File: config.mk
export PLATFORM = sky130hd
export DESIGN_NAME = cpu_hotplug_gpe
export DESIGN_NICKNAME = d
export VERILOG_FILES = /design/src/rtl/cpuhp_pkg.sv /design/src/rtl/cpuhp_present_map.sv /design/src/rtl/cpuhp_gpe_block.sv /design/src/rtl/cpu_hotplug_gpe.sv
export SDC_FILE = /design/constraint.sdc
export NUM_CORES = 1
export LEC_CHECK = 0
export BUFFER_PORTS_ARGS = -buffer_cell sky130_fd_sc_hd__buf_2
export CAP_MARGIN = 20
export CORE_MARGIN = 3
export CORE_UTILIZATION = 55
export CTS_CLUSTER_DIAMETER = 30
export DETAILED_ROUTE_END_ITERATION = 12
export PLACE_DENSITY = 0.75
export SYNTH_ARGS = -nofsm -noshare
export SYNTH_HDL_FRONTEND = slang
export SYNTH_SLANG_ARGS = --single-unit
File: constraint.sdc
create_clock -name clk_i -period 1.7 [get_ports clk_i]
set_input_delay 0.17 -clock clk_i [delete_from_list [all_inputs] [get_ports clk_i]]
set_output_delay 0.17 -clock clk_i [all_outputs]
set_load 0.01 [all_outputs]
File: src/rtl/cpuhp_pkg.sv
package cpuhp_pkg;
  localparam int PCI_HP_BIT = 1;
  localparam int CPU_HP_BIT = 2;
  localparam logic [7:0] SCI_SRC_MASK = 8'h06;

  typedef enum logic [1:0] {
    GPE_STS0 = 2'd0,
    GPE_STS1 = 2'd1,
    GPE_EN0  = 2'd2,
    GPE_EN1  = 2'd3
  } gpe_sel_e;
endpackage

File: src/rtl/cpuhp_present_map.sv
module cpuhp_present_map #(
  parameter int MAP_BYTES = 32,
  parameter int BOOT_CPUS = 4,
  localparam int NCPU  = MAP_BYTES * 8,
  localparam int IDX_W = $clog2(NCPU),
  localparam int ID_W  = IDX_W + 1,
  localparam int OFF_W = $clog2(MAP_BYTES)
) (
  input  logic             clk_i,
  input  logic             rst_ni,
  input  logic             req_valid_i,
  input  logic [ID_W-1:0]  req_id_i,
  input  logic             req_plug_i,
  input  logic [OFF_W-1:0] rd_idx_i,
  output logic [7:0]       rd_byte_o,
  output logic             req_ok_o
);
  logic [NCPU-1:0] map_q;
  logic [IDX_W-1:0] bit_idx;

  assign req_ok_o = req_valid_i && !req_id_i[ID_W-1];
  assign bit_idx  = req_id_i[IDX_W-1:0];

  for (genvar i = 0; i < NCPU; i++) begin : g_bit
    localparam logic RST_VAL = (i < BOOT_CPUS);
    always_ff @(posedge clk_i or negedge rst_ni) begin
      if (!rst_ni) map_q[i] <= RST_VAL;
      else if (req_ok_o && bit_idx == IDX_W'(i)) map_q[i] <= req_plug_i;
    end
  end

  assign rd_byte_o = map_q[{rd_idx_i, 3'b000} +: 8];

  a_r3_plug_sets: assert property (@(posedge clk_i) disable iff (!rst_ni)
    req_ok_o && req_plug_i |=> map_q[$past(bit_idx)]);
  a_r3_unplug_clears: assert property (@(posedge clk_i) disable iff (!rst_ni)
    req_ok_o && !req_plug_i |=> !map_q[$past(bit_idx)]);
  a_r5_oob_ignored: assert property (@(posedge clk_i) disable iff (!rst_ni)
    req_valid_i && req_id_i[ID_W-1] |=> $stable(map_q));
  a_r6_idle_stable: assert property (@(posedge clk_i) disable iff (!rst_ni)
    !req_valid_i |=> $stable(map_q));
endmodule

File: src/rtl/cpuhp_gpe_block.sv
module cpuhp_gpe_block
  import cpuhp_pkg::*;
(
  input  logic       clk_i,
  input  logic       rst_ni,
  input  logic       wr_en_i,
  input  gpe_sel_e   sel_i,
  input  logic [7:0] wr_data_i,
  input  logic       cpu_evt_i,
  input  logic       pci_evt_i,
  input  logic       pm_evt_i,
  output logic [7:0] rd_data_o,
  output logic       sci_o
);
  logic [7:0] sts0_q, sts1_q, en0_q, en1_q;
  logic [7:0] sts0_set, sts0_clr;

  always_comb begin
    sts0_set = '0;
    sts0_set[CPU_HP_BIT] = cpu_evt_i;
    sts0_set[PCI_HP_BIT] = pci_evt_i;
    sts0_clr = (wr_en_i && sel_i == GPE_STS0) ? wr_data_i : 8'h00;
  end

  always_ff @(posedge clk_i or negedge rst_ni) begin
    if (!rst_ni) begin
      sts0_q <= '0;
      sts1_q <= '0;
      en0_q  <= '0;
      en1_q  <= '0;
    end else begin
      // set has priority over a concurrent clear
      sts0_q <= (sts0_q & ~sts0_clr) | sts0_set;
      if (wr_en_i && sel_i == GPE_STS1) sts1_q <= sts1_q & ~wr_data_i;
      if (wr_en_i && sel_i == GPE_EN0)  en0_q  <= wr_data_i;
      if (wr_en_i && sel_i == GPE_EN1)  en1_q  <= wr_data_i;
    end
  end

  always_comb begin
    unique case (sel_i)
      GPE_STS0: rd_data_o = sts0_q;
      GPE_STS1: rd_data_o = sts1_q;
      GPE_EN0:  rd_data_o = en0_q;
      default:  rd_data_o = en1_q;
    endcase
  end

  assign sci_o = |(sts0_q & en0_q & SCI_SRC_MASK) || pm_evt_i;

  a_r4_cpu_evt_sets: assert property (@(posedge clk_i) disable iff (!rst_ni)
    cpu_evt_i |=> sts0_q[CPU_HP_BIT]);
  a_r9_pci_evt_sets: assert property (@(posedge clk_i) disable iff (!rst_ni)
    pci_evt_i |=> sts0_q[PCI_HP_BIT]);
  a_r7_w1c_clears: assert property (@(posedge clk_i) disable iff (!rst_ni)
    wr_en_i && sel_i == GPE_STS0 && wr_data_i[CPU_HP_BIT] && !cpu_evt_i
    |=> !sts0_q[CPU_HP_BIT]);
  a_r8_sci_enabled_cpu: assert property (@(posedge clk_i) disable iff (!rst_ni)
    sts0_q[CPU_HP_BIT] && en0_q[CPU_HP_BIT] |-> sci_o);
  a_r10_set_wins: assert property (@(posedge clk_i) disable iff (!rst_ni)
    cpu_evt_i && wr_en_i && sel_i == GPE_STS0 |=> sts0_q[CPU_HP_BIT]);
endmodule

File: src/rtl/cpu_hotplug_gpe.sv
module cpu_hotplug_gpe
  import cpuhp_pkg::*;
#(
  parameter int ADDR_W = 16,
  parameter logic [ADDR_W-1:0] MAP_BASE = 16'hAF00, // aligned to MAP_BYTES
  parameter logic [ADDR_W-1:0] GPE_BASE = 16'hAFE0, // aligned to 4
  parameter int MAP_BYTES = 32,
  parameter int BOOT_CPUS = 4,
  localparam int NCPU  = MAP_BYTES * 8,
  localparam int ID_W  = $clog2(NCPU) + 1,
  localparam int OFF_W = $clog2(MAP_BYTES)
) (
  input  logic              clk_i,
  input  logic              rst_ni,
  input  logic [ADDR_W-1:0] io_addr_i,
  input  logic              io_rd_i,
  input  logic              io_wr_i,
  input  logic [7:0]        io_wdata_i,
  output logic [7:0]        io_rdata_o,
  output logic              io_ack_o,
  input  logic              req_valid_i,
  input  logic [ID_W-1:0]   req_id_i,
  input  logic              req_plug_i,
  input  logic              pci_evt_i,
  input  logic              pm_evt_i,
  output logic              sci_o
);
  logic map_hit, gpe_hit, req_ok;
  logic [7:0] map_byte, gpe_byte;
  logic [7:0] rdata_q;
  logic ack_q;

  assign map_hit = io_addr_i[ADDR_W-1:OFF_W] == MAP_BASE[ADDR_W-1:OFF_W];
  assign gpe_hit = io_addr_i[ADDR_W-1:2] == GPE_BASE[ADDR_W-1:2];

  cpuhp_present_map #(.MAP_BYTES(MAP_BYTES), .BOOT_CPUS(BOOT_CPUS)) u_map (
    .clk_i, .rst_ni,
    .req_valid_i,
    .req_id_i,
    .req_plug_i,
    .rd_idx_i  (io_addr_i[OFF_W-1:0]),
    .rd_byte_o (map_byte),
    .req_ok_o  (req_ok)
  );

  cpuhp_gpe_block u_gpe (
    .clk_i, .rst_ni,
    .wr_en_i   (io_wr_i && gpe_hit),
    .sel_i     (gpe_sel_e'(io_addr_i[1:0])),
    .wr_data_i (io_wdata_i),
    .cpu_evt_i (req_ok),
    .pci_evt_i,
    .pm_evt_i,
    .rd_data_o (gpe_byte),
    .sci_o
  );

  always_ff @(posedge clk_i or negedge rst_ni) begin
    if (!rst_ni) begin
      ack_q   <= 1'b0;
      rdata_q <= '0;
    end else begin
      ack_q   <= io_rd_i && (map_hit || gpe_hit);
      rdata_q <= !io_rd_i ? 8'h00 : map_hit ? map_byte : gpe_hit ? gpe_byte : 8'h00;
    end
  end

  assign io_ack_o   = ack_q;
  assign io_rdata_o = rdata_q;

  a_r11_no_claim: assert property (@(posedge clk_i) disable iff (!rst_ni)
    io_rd_i && !map_hit && !gpe_hit |=> !io_ack_o && io_rdata_o == 8'h00);
  a_r2_map_claim: assert property (@(posedge clk_i) disable iff (!rst_ni)
    io_rd_i && map_hit |=> io_ack_o);
endmodule

==> summary.txt <==
Setup path
  • Crit path buf inv count: 0
  • Series of cell instances along the critical path: mux4_2 -> nor2b_4 -> a211oi_2 -> a31oi_1 -> nor3_1 -> a211oi_1
  • Arr. time, crit path: 2150 ps
  • Kind of capture point of the worst setup path: flip-flop
  • Crit-path slowest cell: mux4_2
  • Cell family contributing the most delay on the critical path: multiplexers
  • Worst-path maximum fanout: 2
  • Worst path max stage delay: 470 ps
  • Data required time of the critical path: 2130 ps
  • CP Launch Type: flip-flop
  • Category of the most critical setup path: flip-flop to flip-flop

Timing
  • Final worst-path cycle share: 1.01
  • Final total negative setup slack: -11.4 ps
  • Min Clock Period, post-route: 1710 ps
  • F_max: 584 MHz
  • Worst clock skew: roughly 5.8 ps
  • Final Worst Setup Slack: -11.4 ps
  • Slew at the pin closest to its max-slew limit: 557 ps
  • Unrepaired setup endpoints after global routing: yes
  • Final setup violation count: 1
  • Final number of hold-violating endpoints: 0
  • Worst slew slack as a fraction of its limit: 0.628
  • Number of slew-limit violations in the final report: 0

Logic synthesis
  • Most used flip-flop cell after synthesis: dfrtp_1
  • Mean area per synthesized cell: 11.9 µm²
  • Ranking of synthesized cells by instance count: dfrtp_1 (293), mux2_2 (278), nand2_1 (217)
  • Area of the mapped netlist: 15000 µm²
  • Number of register bits inferred by synthesis: between 200 and 300
  • Synth top area share: 0.489
  • Proportion of synthesized flip-flops having asynchronous set or reset: 1.00
  • Biggest area contributors in the synthesized netlist: dfrtp_1 (49%), mux2_2 (21%), mux4_2 (6.3%)
  • Post-synthesis cell count: approximately 1300
  • Number of warnings reported in the yosys synthesis log: 0
  • Count of distinct cell types in the synthesized netlist: 48
  • Most frequent cell after synthesis: dfrtp_1
  • Portion of the post-synthesis area used by sequential elements: 0.496
  • Number of synthesized flops with an enable pin: 0
  • Cell accounting for the most synthesized area: dfrtp_1
  • Syn Nets: 1303

Detailed routing
  • 1st-iter DRT viols: between 800 and 900
  • Vias post-DR: 11178
  • Detailed Routing Iterations Pass 1: 5
  • Remaining DRCs: 0
  • Post-Route WL: 42400 µm
  • Remaining antenna violation count after routing: 0
  • Routed wire length on met3: 3050 µm
  • Routed length on met1: 16800 µm
  • Top sig layer: met4
  • Post-DR wirelength/cell: 23.5 µm
  • Per-cell via count in the routed design: between 6 and 7
  • Routed met2 length: 20900 µm

Placed design
  • Routability congestion estimate: 0.910
  • Worst slack at placement: -246 ps
  • HPWL Detailed: 28200 µm
  • Total of buffers placed on input and output ports: 50
  • Number of placed instances with taps included: roughly 1700
  • Placed inst area: 16600 µm²

Power and ir drop
  • PD cells: about 1100 nW/µm²
  • Internal power: 15.4 mW
  • Lkg Pwr: around 8.8 nW
  • Clock power frac: 0.564
  • Switching Fraction: 0.225
  • Part of the power in registers: 0.370
  • VDD IR max: 0.814 mV
  • Power dissipated by switching net loads: 4.47 mW
  • Fraction of power consumed by combinational cells: 0.066

Clock network
  • Clock insertion delay at the later pin of the skew report: 570 ps
  • Clock tree from TritonCTS: built
  • CTS Buf Count: 57
  • Clock buffer depth: 3
  • Total number of clock tree sinks: just under 300
  • Count of H-tree levels built during CTS: 2
  • Clock-pin slew of the registers on the worst-case setup and hold paths: approximately 50 ps
  • Library cell used as clock root buffer: clkbuf_16

Die
  • Core box area: 26400 µm²
  • Io pins: 51
  • Overall die height: 171 µm
  • Width of the die: 171 µm
  • Starting Density: 0.568
  • Area enclosed by the die boundary: approximately 30000 µm²
  • Num rows: 59

Global route
  • Global-route wire length before repair: 65900 µm
  • Leftover overflow at the end of global routing: 0
  • Global-route total usage across every layer: 0.291
  • Initial antenna violation count: 0
  • Maximum number of pins on one net before global-route repair: 68
  • Via count of the first global-routing pass: ~12000

Layout
  • Antenna diodes: 0
  • Post-route non-filler standard cell count: 1802
  • Post-layout net count: 1467
  • Final standard cell area without fillers: 18600 µm²
  • Fraction of layout instances using a drive strength above 1: 0.429
  • Area growth syn-to-layout: 24.3%

Hold path
  • Path class of the lowest-slack min-delay path: input pin to flip-flop

Run
  • Number of maximum-capacitance constraint violations: 0

Status
  • Outcome: finished with violations
  • Failing checks: negative setup slack
==> flip-flops by register name (all words and copies together) (netlist names) <==
register / cells
u_gpe.en0_q: 8
u_map.map_q: 256
u_gpe.sts0_q: 8
io_ack_o: 1
u_gpe.sts1_q: 8
io_rdata_o: 8
u_gpe.en1_q: 8
==> through the flow <==
step	hold WS [ps]	power (mW)	util
after CTS	2.68	19.9	0.705
final	23.8	19.9	0.706
after detailed placement	86.1	8.72	0.627
after global routing	26.4	20.5	0.706
after floorplan	-126	8.07	-
after global placement	83.8	8.68	0.627
==> path summary, 6_finish.rpt <==
kind                            slack (ps)                to  cells past startpoint             start
min in group asynchronous               90   u_gpe.sts0_q[2]                      2            rst_ni
worst max-delay path                   -10     io_rdata_o[4]                      6  u_map.map_q[148]
worst min register to register         480    u_gpe.en0_q[7]                      1    u_gpe.en0_q[7]
worst max register to register         -10     io_rdata_o[4]                      6  u_map.map_q[148]
max in group asynchronous              900  u_map.map_q[203]                      3            rst_ni
worst min-delay path                    20     io_rdata_o[5]                      4           io_rd_i
==> metal layers <==
| metal | up-vias | global-route usage |
|---|---|---|
| li1 | 4795 | - |
| met1 | 5775 | 0.367 |
| met2 | 490 | 0.486 |
| met3 | 118 | 0.0646 |
| met4 | 0 | 0.128 |
| met5 | - | 0 |
==> layout make-up <==
type,count,area [µm²]
well taps,335,419
clock inverters,28,375
multi-input cells,864,7090
flip-flops and latches,297,7440
repair buffers,204,1770
inverters,2,7.51
fillers,1731,7780
clock buffers,72,1550
==> worst reg2reg max path: stages, from the launching register on <==
cell and delay [ps]:
dfrtp_1 390, mux4_2 470, nor2b_4 140, a211oi_2 150
a31oi_1 80, nor3_1 260, a211oi_1 90
==> placed cells by master, fill, tap and decap left out, types with 6 or more instances in the layout <==
cell type        n
buf_12          25
dfrtp_1        293
nor2_1         123
and3_1          10
mux2i_1         34
bufinv_16        8
dlygate4sd3_1   10
a21boi_0        14
nand2b_1         7
mux4_1           7
mux4_2          46
buf_4          119
clkbuf_1         9
nor2b_1         11
clkbuf_16       58
nand2_1        217
a211oi_1         7
buf_2           47
mux2_2         277
clkinv_2        12
nor3_1          11
o211ai_1         6
a21oi_1         12
nand3_1         18
==> power by group through the flow <==
stage	Sequential, mW	Combinational, mW	Clock, mW
2_1_floorplan	7.41	0.653	0
3_3_place_gp	7.44	1.24	0
3_5_place_dp	7.45	1.27	0
4_1_cts	7.35	1.30	11.3
5_1_grt	7.36	1.41	11.7
6_report	7.35	1.32	11.2
==> what timing repair did <==
action                                 4_1_cts  5_1_grt
pin swaps                                    1        5
resized for setup                            5       10
setup endpoints to repair                    3        5
endpoints found under the hold margin      325        0
setup buffers                                0        2
hold buffers                                10        0
==> cell families (layout without fill, tap and decap cells) <==
kind of cell,after synthesis,count (layout),share of synthesized area
compound gates,79,79,0.0368
buf+inv,101,306,0.0344
flops,297,297,0.496
mux,367,367,0.315
simple gates,418,418,0.118
Power figures use the tool's default switching activity.
